--- config.mk ---
export PLATFORM = sky130hd
export DESIGN_NAME = evt_irq_selmux
export DESIGN_NICKNAME = d
export VERILOG_FILES = /design/src/rtl/eisel_pkg.sv /design/src/rtl/eisel_regbank.sv /design/src/rtl/eisel_route.sv /design/src/rtl/evt_irq_selmux.sv
export SDC_FILE = /design/constraint.sdc
export NUM_CORES = 1
export LEC_CHECK = 0
export BUFFER_PORTS_ARGS = -buffer_cell sky130_fd_sc_hd__buf_2
export CORE_UTILIZATION = 66
export DETAILED_ROUTE_END_ITERATION = 10
export PLACE_DENSITY_LB_ADDON = 0.3
export SYNTH_ARGS = -nofsm -noshare
export SYNTH_HDL_FRONTEND = slang
export SYNTH_SLANG_ARGS = --single-unit
export TNS_END_PERCENT = 1
--- constraint.sdc ---
create_clock -name clk -period 7 [get_ports clk]
set_input_delay 0 -clock clk [delete_from_list [all_inputs] [get_ports clk]]
set_output_delay 0 -clock clk [all_outputs]
set_load 0.01 [all_outputs]
--- src/rtl/eisel_pkg.sv ---
package eisel_pkg;

   // Kind of a register-bus word address
   typedef enum logic [1:0] {
      WK_PLACEHOLDER = 2'd0,
      WK_SELECTOR    = 2'd1,
      WK_UNMAPPED    = 2'd2
   } word_kind_e;

   // Word 0 is a placeholder; words 1..n_words hold selectors
   function automatic word_kind_e decode_word(input int addr, input int n_words);
      if (addr == 0)
         return WK_PLACEHOLDER;
      else if (addr <= n_words)
         return WK_SELECTOR;
      else
         return WK_UNMAPPED;
   endfunction

endpackage

--- src/rtl/eisel_regbank.sv ---
module eisel_regbank
   import eisel_pkg::*;
#(
   parameter int N_OUT    = 12,
   parameter int SEL_W    = 8,
   parameter int DATA_W   = 32,
   parameter int ADDR_W   = 3,
   parameter int RST_BASE = 4
) (
   input  logic                     clk,
   input  logic                     rst_n,
   input  logic [ADDR_W-1:0]        bus_addr_i,
   input  logic                     bus_wr_i,
   input  logic [DATA_W-1:0]        bus_wdata_i,
   output logic [DATA_W-1:0]        bus_rdata_o,
   output logic [N_OUT*SEL_W-1:0]   sel_flat_o
);

   localparam int FPW     = DATA_W / SEL_W;
   localparam int N_WORDS = N_OUT / FPW;
   localparam int FLAT_W  = N_OUT * SEL_W;

   // Reset image: output k selects source k + RST_BASE
   function automatic logic [FLAT_W-1:0] reset_image();
      logic [FLAT_W-1:0] v;
      v = '0;
      for (int k = 0; k < N_OUT; k++)
         v[k*SEL_W +: SEL_W] = SEL_W'(k + RST_BASE);
      return v;
   endfunction

   localparam logic [FLAT_W-1:0] RST_IMAGE = reset_image();

   logic [FLAT_W-1:0] sel_q;
   word_kind_e        addr_kind;

   assign addr_kind = decode_word(int'(bus_addr_i), N_WORDS);

   // Whole-word writes; placeholder and unmapped words are dropped
   always_ff @(posedge clk or negedge rst_n) begin
      if (!rst_n) begin
         sel_q <= RST_IMAGE;
      end else if (bus_wr_i && addr_kind == WK_SELECTOR) begin
         for (int w = 0; w < N_WORDS; w++) begin
            if (int'(bus_addr_i) == w + 1)
               sel_q[w*DATA_W +: DATA_W] <= bus_wdata_i;
         end
      end
   end

   // Combinational read, zero outside the selector words
   always_comb begin
      bus_rdata_o = '0;
      if (addr_kind == WK_SELECTOR) begin
         for (int w = 0; w < N_WORDS; w++) begin
            if (int'(bus_addr_i) == w + 1)
               bus_rdata_o = sel_q[w*DATA_W +: DATA_W];
         end
      end
   end

   assign sel_flat_o = sel_q;

endmodule

--- src/rtl/eisel_route.sv ---
module eisel_route #(
   parameter int N_EVT   = 128,
   parameter int N_OUT   = 12,
   parameter int SEL_W   = 8,
   parameter int REG_OUT = 1
) (
   input  logic                     clk,
   input  logic                     rst_n,
   input  logic [N_EVT-1:0]         evt_i,
   input  logic [N_OUT*SEL_W-1:0]   sel_flat_i,
   output logic [N_OUT-1:0]         irq_o
);

   localparam int IDX_W = $clog2(N_EVT);

   logic [N_OUT-1:0] pick;

   generate
      for (genvar k = 0; k < N_OUT; k++) begin : g_lane
         logic [SEL_W-1:0] s_k;
         logic             in_range;
         assign s_k      = sel_flat_i[k*SEL_W +: SEL_W];
         assign in_range = (32'(s_k) < N_EVT);
         assign pick[k]  = in_range ? evt_i[s_k[IDX_W-1:0]] : 1'b0;
      end

      if (REG_OUT != 0) begin : g_reg
         always_ff @(posedge clk or negedge rst_n) begin
            if (!rst_n)
               irq_o <= '0;
            else
               irq_o <= pick;
         end
      end else begin : g_comb
         logic unused_clk;
         assign unused_clk = clk ^ rst_n;
         assign irq_o = pick;
      end
   endgenerate

endmodule

--- src/rtl/evt_irq_selmux.sv ---
module evt_irq_selmux #(
   parameter int N_EVT    = 128,
   parameter int N_OUT    = 12,
   parameter int SEL_W    = 8,
   parameter int DATA_W   = 32,
   parameter int ADDR_W   = 3,
   parameter int RST_BASE = 4,
   parameter int REG_OUT  = 1
) (
   input  logic                clk,
   input  logic                rst_n,
   input  logic [N_EVT-1:0]    evt_i,
   input  logic [ADDR_W-1:0]   bus_addr_i,
   input  logic                bus_wr_i,
   input  logic [DATA_W-1:0]   bus_wdata_i,
   output logic [DATA_W-1:0]   bus_rdata_o,
   output logic [N_OUT-1:0]    irq_o
);

   localparam int FPW     = DATA_W / SEL_W;
   localparam int N_WORDS = N_OUT / FPW;

   // Elaboration-time parameter checks
   generate
      if (N_EVT < 2 || N_EVT > (1 << SEL_W)) begin : g_bad_evt
         $error("N_EVT must lie between 2 and 2**SEL_W");
      end
      if (DATA_W % SEL_W != 0) begin : g_bad_pack
         $error("DATA_W must be a whole multiple of SEL_W");
      end
      if (N_OUT % FPW != 0) begin : g_bad_out
         $error("N_OUT must fill whole selector words");
      end
      if ((1 << ADDR_W) < N_WORDS + 1) begin : g_bad_addr
         $error("ADDR_W too narrow for placeholder plus selector words");
      end
   endgenerate

   logic [N_OUT*SEL_W-1:0] sel_flat;

   eisel_regbank #(
      .N_OUT    (N_OUT),
      .SEL_W    (SEL_W),
      .DATA_W   (DATA_W),
      .ADDR_W   (ADDR_W),
      .RST_BASE (RST_BASE)
   ) u_regs (
      .clk         (clk),
      .rst_n       (rst_n),
      .bus_addr_i  (bus_addr_i),
      .bus_wr_i    (bus_wr_i),
      .bus_wdata_i (bus_wdata_i),
      .bus_rdata_o (bus_rdata_o),
      .sel_flat_o  (sel_flat)
   );

   eisel_route #(
      .N_EVT   (N_EVT),
      .N_OUT   (N_OUT),
      .SEL_W   (SEL_W),
      .REG_OUT (REG_OUT)
   ) u_route (
      .clk        (clk),
      .rst_n      (rst_n),
      .evt_i      (evt_i),
      .sel_flat_i (sel_flat),
      .irq_o      (irq_o)
   );

endmodule

* Yosys cells after proc, flatten, opt, wreduce, memory -nomap -nowiden *
Index checks and enable logic that the tools add are counted.

operators by class
  magnitude comparators = 25
  eq/ne operators = 4
  mux-type cells = 42
  reductions and logical operators = 5

operators by type and width
  kind                                                                               count
  32-bit 2-to-1 mux                                                                  4
  7-bit by 8-bit < comparator with 1-bit output (second input constant)              12
  8-bit < comparator (second input constant)                                         12
  1-bit binary-select mux with 7-bit select                                          12
  1-bit 2-to-1 mux                                                                   24
  3-bit equality test (second input constant)                                        2
  2-bit AND reduction                                                                3
  2-bit 2-to-1 mux                                                                   2
  3-bit by 2-bit equality test with 1-bit output (second input constant)             1
  3-bit by 2-bit less-or-equal comparator with 1-bit output (second input constant)  1
  3-bit logical NOT                                                                  1
  2-bit by 1-bit equality test with 1-bit output (second input constant)             1
  1-bit logical AND                                                                  1

word-level totals
  flip-flop bits (word level) = 108
  input port bits = 166
  output and inout bits = 44
  word-level logic and storage cells = 80

* Longest topological paths before layout *
  depth after elaboration = 6
  mapped depth = 9
  gate-level depth less buffers = 6

* By module *
A second synthesis with hierarchy kept.

second synthesis, totals
  cells, all modules = 1876
  area, all modules = 20774.9 sq um

modules (own cells, without submodules)
  module         instances  cells each  area each (sq um)  seq. area each (sq um)
  eisel_route    1          1556        16036.6            300.3
  eisel_regbank  1          320         4738.3             2437.3

* Worst setup path before layout *
No wires, ideal clock.

  kind = register -> register
  start = register u_regs.sel_q[88] (netlist: u_regs.sel_flat_o[88])
  end = register u_route.irq_o[11]
  setup time = 0.135 ns
  arrival time = 2.171 ns
  required time = 6.865 ns
  path slack = 4.694 ns
  cell stages (with the launch flop) = 7
  path buffers = 2
  period minus slack after synthesis = 2.306 ns
  path through = dfstp_2 > buf_6 > buf_12 > mux4_2 > mux4_2 > a2111oi_2 > a211oi_1

on the way
  word-level cells in the longest chain between the ends = 3
  elaborated cells on any way between the ends = 4
  classes of those cells = order compare: 1; mux: 3

RTL lines
  item                                       RTL line             source
  start: declaration                         eisel_regbank.sv:34  logic [FLAT_W-1:0] sel_q;
  start signal: indexed assignment           eisel_regbank.sv:46  sel_q[w*DATA_W +: DATA_W] <= bus_wdata_i;
  1-bit binary-select mux with 7-bit select  eisel_route.sv:24    assign pick[k] = in_range ? evt_i[s_k[IDX_W-1:0]] : 1'b0;
  1-bit 2-to-1 mux (implied by the code)     eisel_route.sv:24
  1-bit 2-to-1 mux (*)                       eisel_route.sv:24
  net u_route.pick[11]                       eisel_route.sv:16    logic [N_OUT-1:0] pick;
  end signal: assignment                     eisel_route.sv:32    irq_o <= pick;
  end: declaration                           eisel_route.sv:11    output logic [N_OUT-1:0] irq_o

The timed path passes the listed nets; every way through them passes the cells marked *. The select of a mux whose other input is x is not followed.
A chain may end at the register's enable or synchronous reset.

* Final worst setup path *
  start = register u_regs.sel_q[56] (netlist: u_regs.sel_flat_o[56])
  end = register u_route.irq_o[7]

Same word-level chain as after synthesis.

==> run metrics <==
outcome completed; H-tree depth 3; Pwr per Cell Area 251 nW/um^2; Sink Count 108; setup TNS 0 ps; pin slew with the least headroom to its limit 1210 ps; Syn-to-layout area delta 5.08%; CTS tree done; DIE HEIGHT 169 um; Final Max Tran Viols 0; post-route insts no fill 1793; Switch Pwr 2.11 mW; Synth area leader mux4_2; Synth Cell Area 18300 sq um; Final Hold Viols 0; layout cells sized above 1 55.8%; pre-CTS WS 3980 ps; Initial DRC Count 2558; main flop type after synthesis dfrtp_1; Post-CTS Setup Bufs 0; final worst-path cycle share 43.7%; IO Port Bufs 209; r2r setup slk 3940 ps; die area 28400 sq um; Final min period 3060 ps; P_leak 6.85 nW; clock share of power 11.6%; GRT overflow 0; first-pass GRT wire length 100000 um; Slew headroom 19.5%; RSZ-0062 raised after global routing false; Synth warnings 0; Final Util 71.1%; Critical Path End Type flop; Synth Instances 1447; Root Buffer clkbuf_16; Logic pwr share 58.7%; CORE AREA 27100 sq um; GP Congestion 1.05; Setup violations, final 0; num rows 60; Routed Antenna Nets 0; critical path peak fanout 36; VDD IR max 0.000138 V; largest net degree at the start of global routing 70; hold_ws 155 ps; WL per Instance 37.2 um; Starting Density 67.6%; Critical Path AT 3300 ps; drt pass-1 iters 6; Synth cell types 42; cts repair resizes 0; largest cells by area after synthesis mux4_2 47%, dfrtp_1 11%, mux2_2 7.6%; Startpoint Class flop; #FFs+latches synth 108; Sequential Area 2750 sq um; Final nets 1579; CP Data Required Time 7250 ps; placed cells 1741; GRT Util Overall 48.2%; Post-synth EDFFs 0; drt via density 8.93; maxcap violations 0; initial antenna violation count 3; # fillers 1778; final wirelength 66600 um; sequential element share of the synthesized area 14.9%; Pint 2.73 mW; DPL Wire Length 45200 um; die width 169 um; vias in the first global route 16000; Clock transition at path regs 90 ps; syn_area_per_cell 12.7 sq um; WS Path Type flop to flop; top cell type's share of synthesized area 46.9%; Num CTS Buffers 9; clk_lat worst skew 370 ps; power share of the sequential group 29.7%; HP Class input pin to async pin; asr flop ratio synth 100%; switching portion of total power 43.6%; drt drc 0; num ports 210; Multi-input gate area 14200 sq um; slack of the critical path 3940 ps; synthesized net count 1613; via count 16000; Clock Path Buffers 2; Max Clock Skew 15.1 ps; FMAX 327 MHz
==> worst max-delay path, stage by stage, from the launching register on <==
cell and delay (ps):
dfstp_2 1280, mux4_1 670, mux4_2 480, a311oi_1 360, a211oi_1 140
==> area by class of cell <==
class | instances | share of cell area [%]
well taps | 372 | 2.42
flip-flops and latches | 108 | 14.3
diodes | 3 | 0.0390
clock buffers | 9 | 1.17
clock inverters | 7 | 0.500
inverters | 5 | 0.0975
multi-input cells | 1025 | 73.5
repair buffers | 264 | 8.02
==> state kept, by name (all words and copies together), names as in the netlist <==
name	count
u_regs.sel_flat_o	96
u_route.irq_o	12
==> per-layer routing <==
| layer | wire length, um | global-route usage (%) |
|---|---|---|
| met1 | 20300 | 61.0 |
| met2 | 28800 | 70.1 |
| met3 | 12300 | 19.6 |
| met4 | 5200 | 28.9 |
| met5 | 9 | 0 |
==> kinds of logic after synthesis <==
family,count (synthesis),synth area share (%)
simple gates,194,5.82
mux,653,64.4
flops,108,14.9
compound gates,178,6.96
buf+inv,314,7.92
==> final timing paths <==
check	from	endpoint	cells past startpoint
max	u_regs.sel_flat_o[56]	u_route.irq_o[7]	4
min	rst_n	u_regs.sel_flat_o[94]	2
max reg2reg	u_regs.sel_flat_o[56]	u_route.irq_o[7]	4
min reg2reg	u_regs.sel_flat_o[71]	u_regs.sel_flat_o[71]	1
max in group asynchronous	rst_n	u_regs.sel_flat_o[0]	3
min in group clk	bus_wdata_i[4]	u_regs.sel_flat_o[36]	3
==> power by group through the flow <==
stage / clock network [mW] / logic, mW / registers [mW]
5_1_grt: 0.583 / 2.97 / 1.45
6_report: 0.560 / 2.84 / 1.44
2_1_floorplan: 0 / 2.57 / 0.902
3_3_place_gp: 0 / 2.67 / 1.38
4_1_cts: 0.563 / 2.77 / 1.39
3_5_place_dp: 0 / 2.75 / 1.40
==> synth_stat cells (20+ instances only) <==
library cell / n
buf_4: 25
nor2_1: 54
a22oi_1: 43
nor3_1: 25
mux2i_1: 128
o21ai_0: 40
buf_2: 38
dfstp_2: 28
dfrtp_1: 80
mux4_1: 20
mux4_2: 382
clkbuf_1: 217
mux2_2: 123
a211oi_1: 31
nand2_1: 23
nand3b_1: 28
==> per-stage QoR <==
| stage | area, sq um | total power [mW] |
|---|---|---|
| CTS | 19200 | 4.72 |
| global placement | 18600 | 4.05 |
| detailed placement | 18600 | 4.14 |
| finish | 19300 | 4.84 |
| floorplan | 18300 | 3.47 |
| global route | 19300 | 5.00 |
==> placed cells by master, fill, tap and decap left out, drive strengths merged, types with 12 or more instances in the layout <==
cell / count
mux2i: 128
mux4: 402
a22oi: 43
nor2: 54
a311oi: 12
a31oi: 16
o21ai: 40
mux2: 123
buf: 231
nand3b: 28
dlygate4sd3: 33
nor2b: 17
nand3: 17
dfstp: 28
nand2: 23
nor4b: 12
nor3: 25
dfrtp: 80
a211oi: 31
==> what timing repair did <==
action	CTS	global route
hold buffers	33	0
setup endpoints to repair	0	0
hold endpoints to repair	135	0
(Power assumes the default switching activity.)
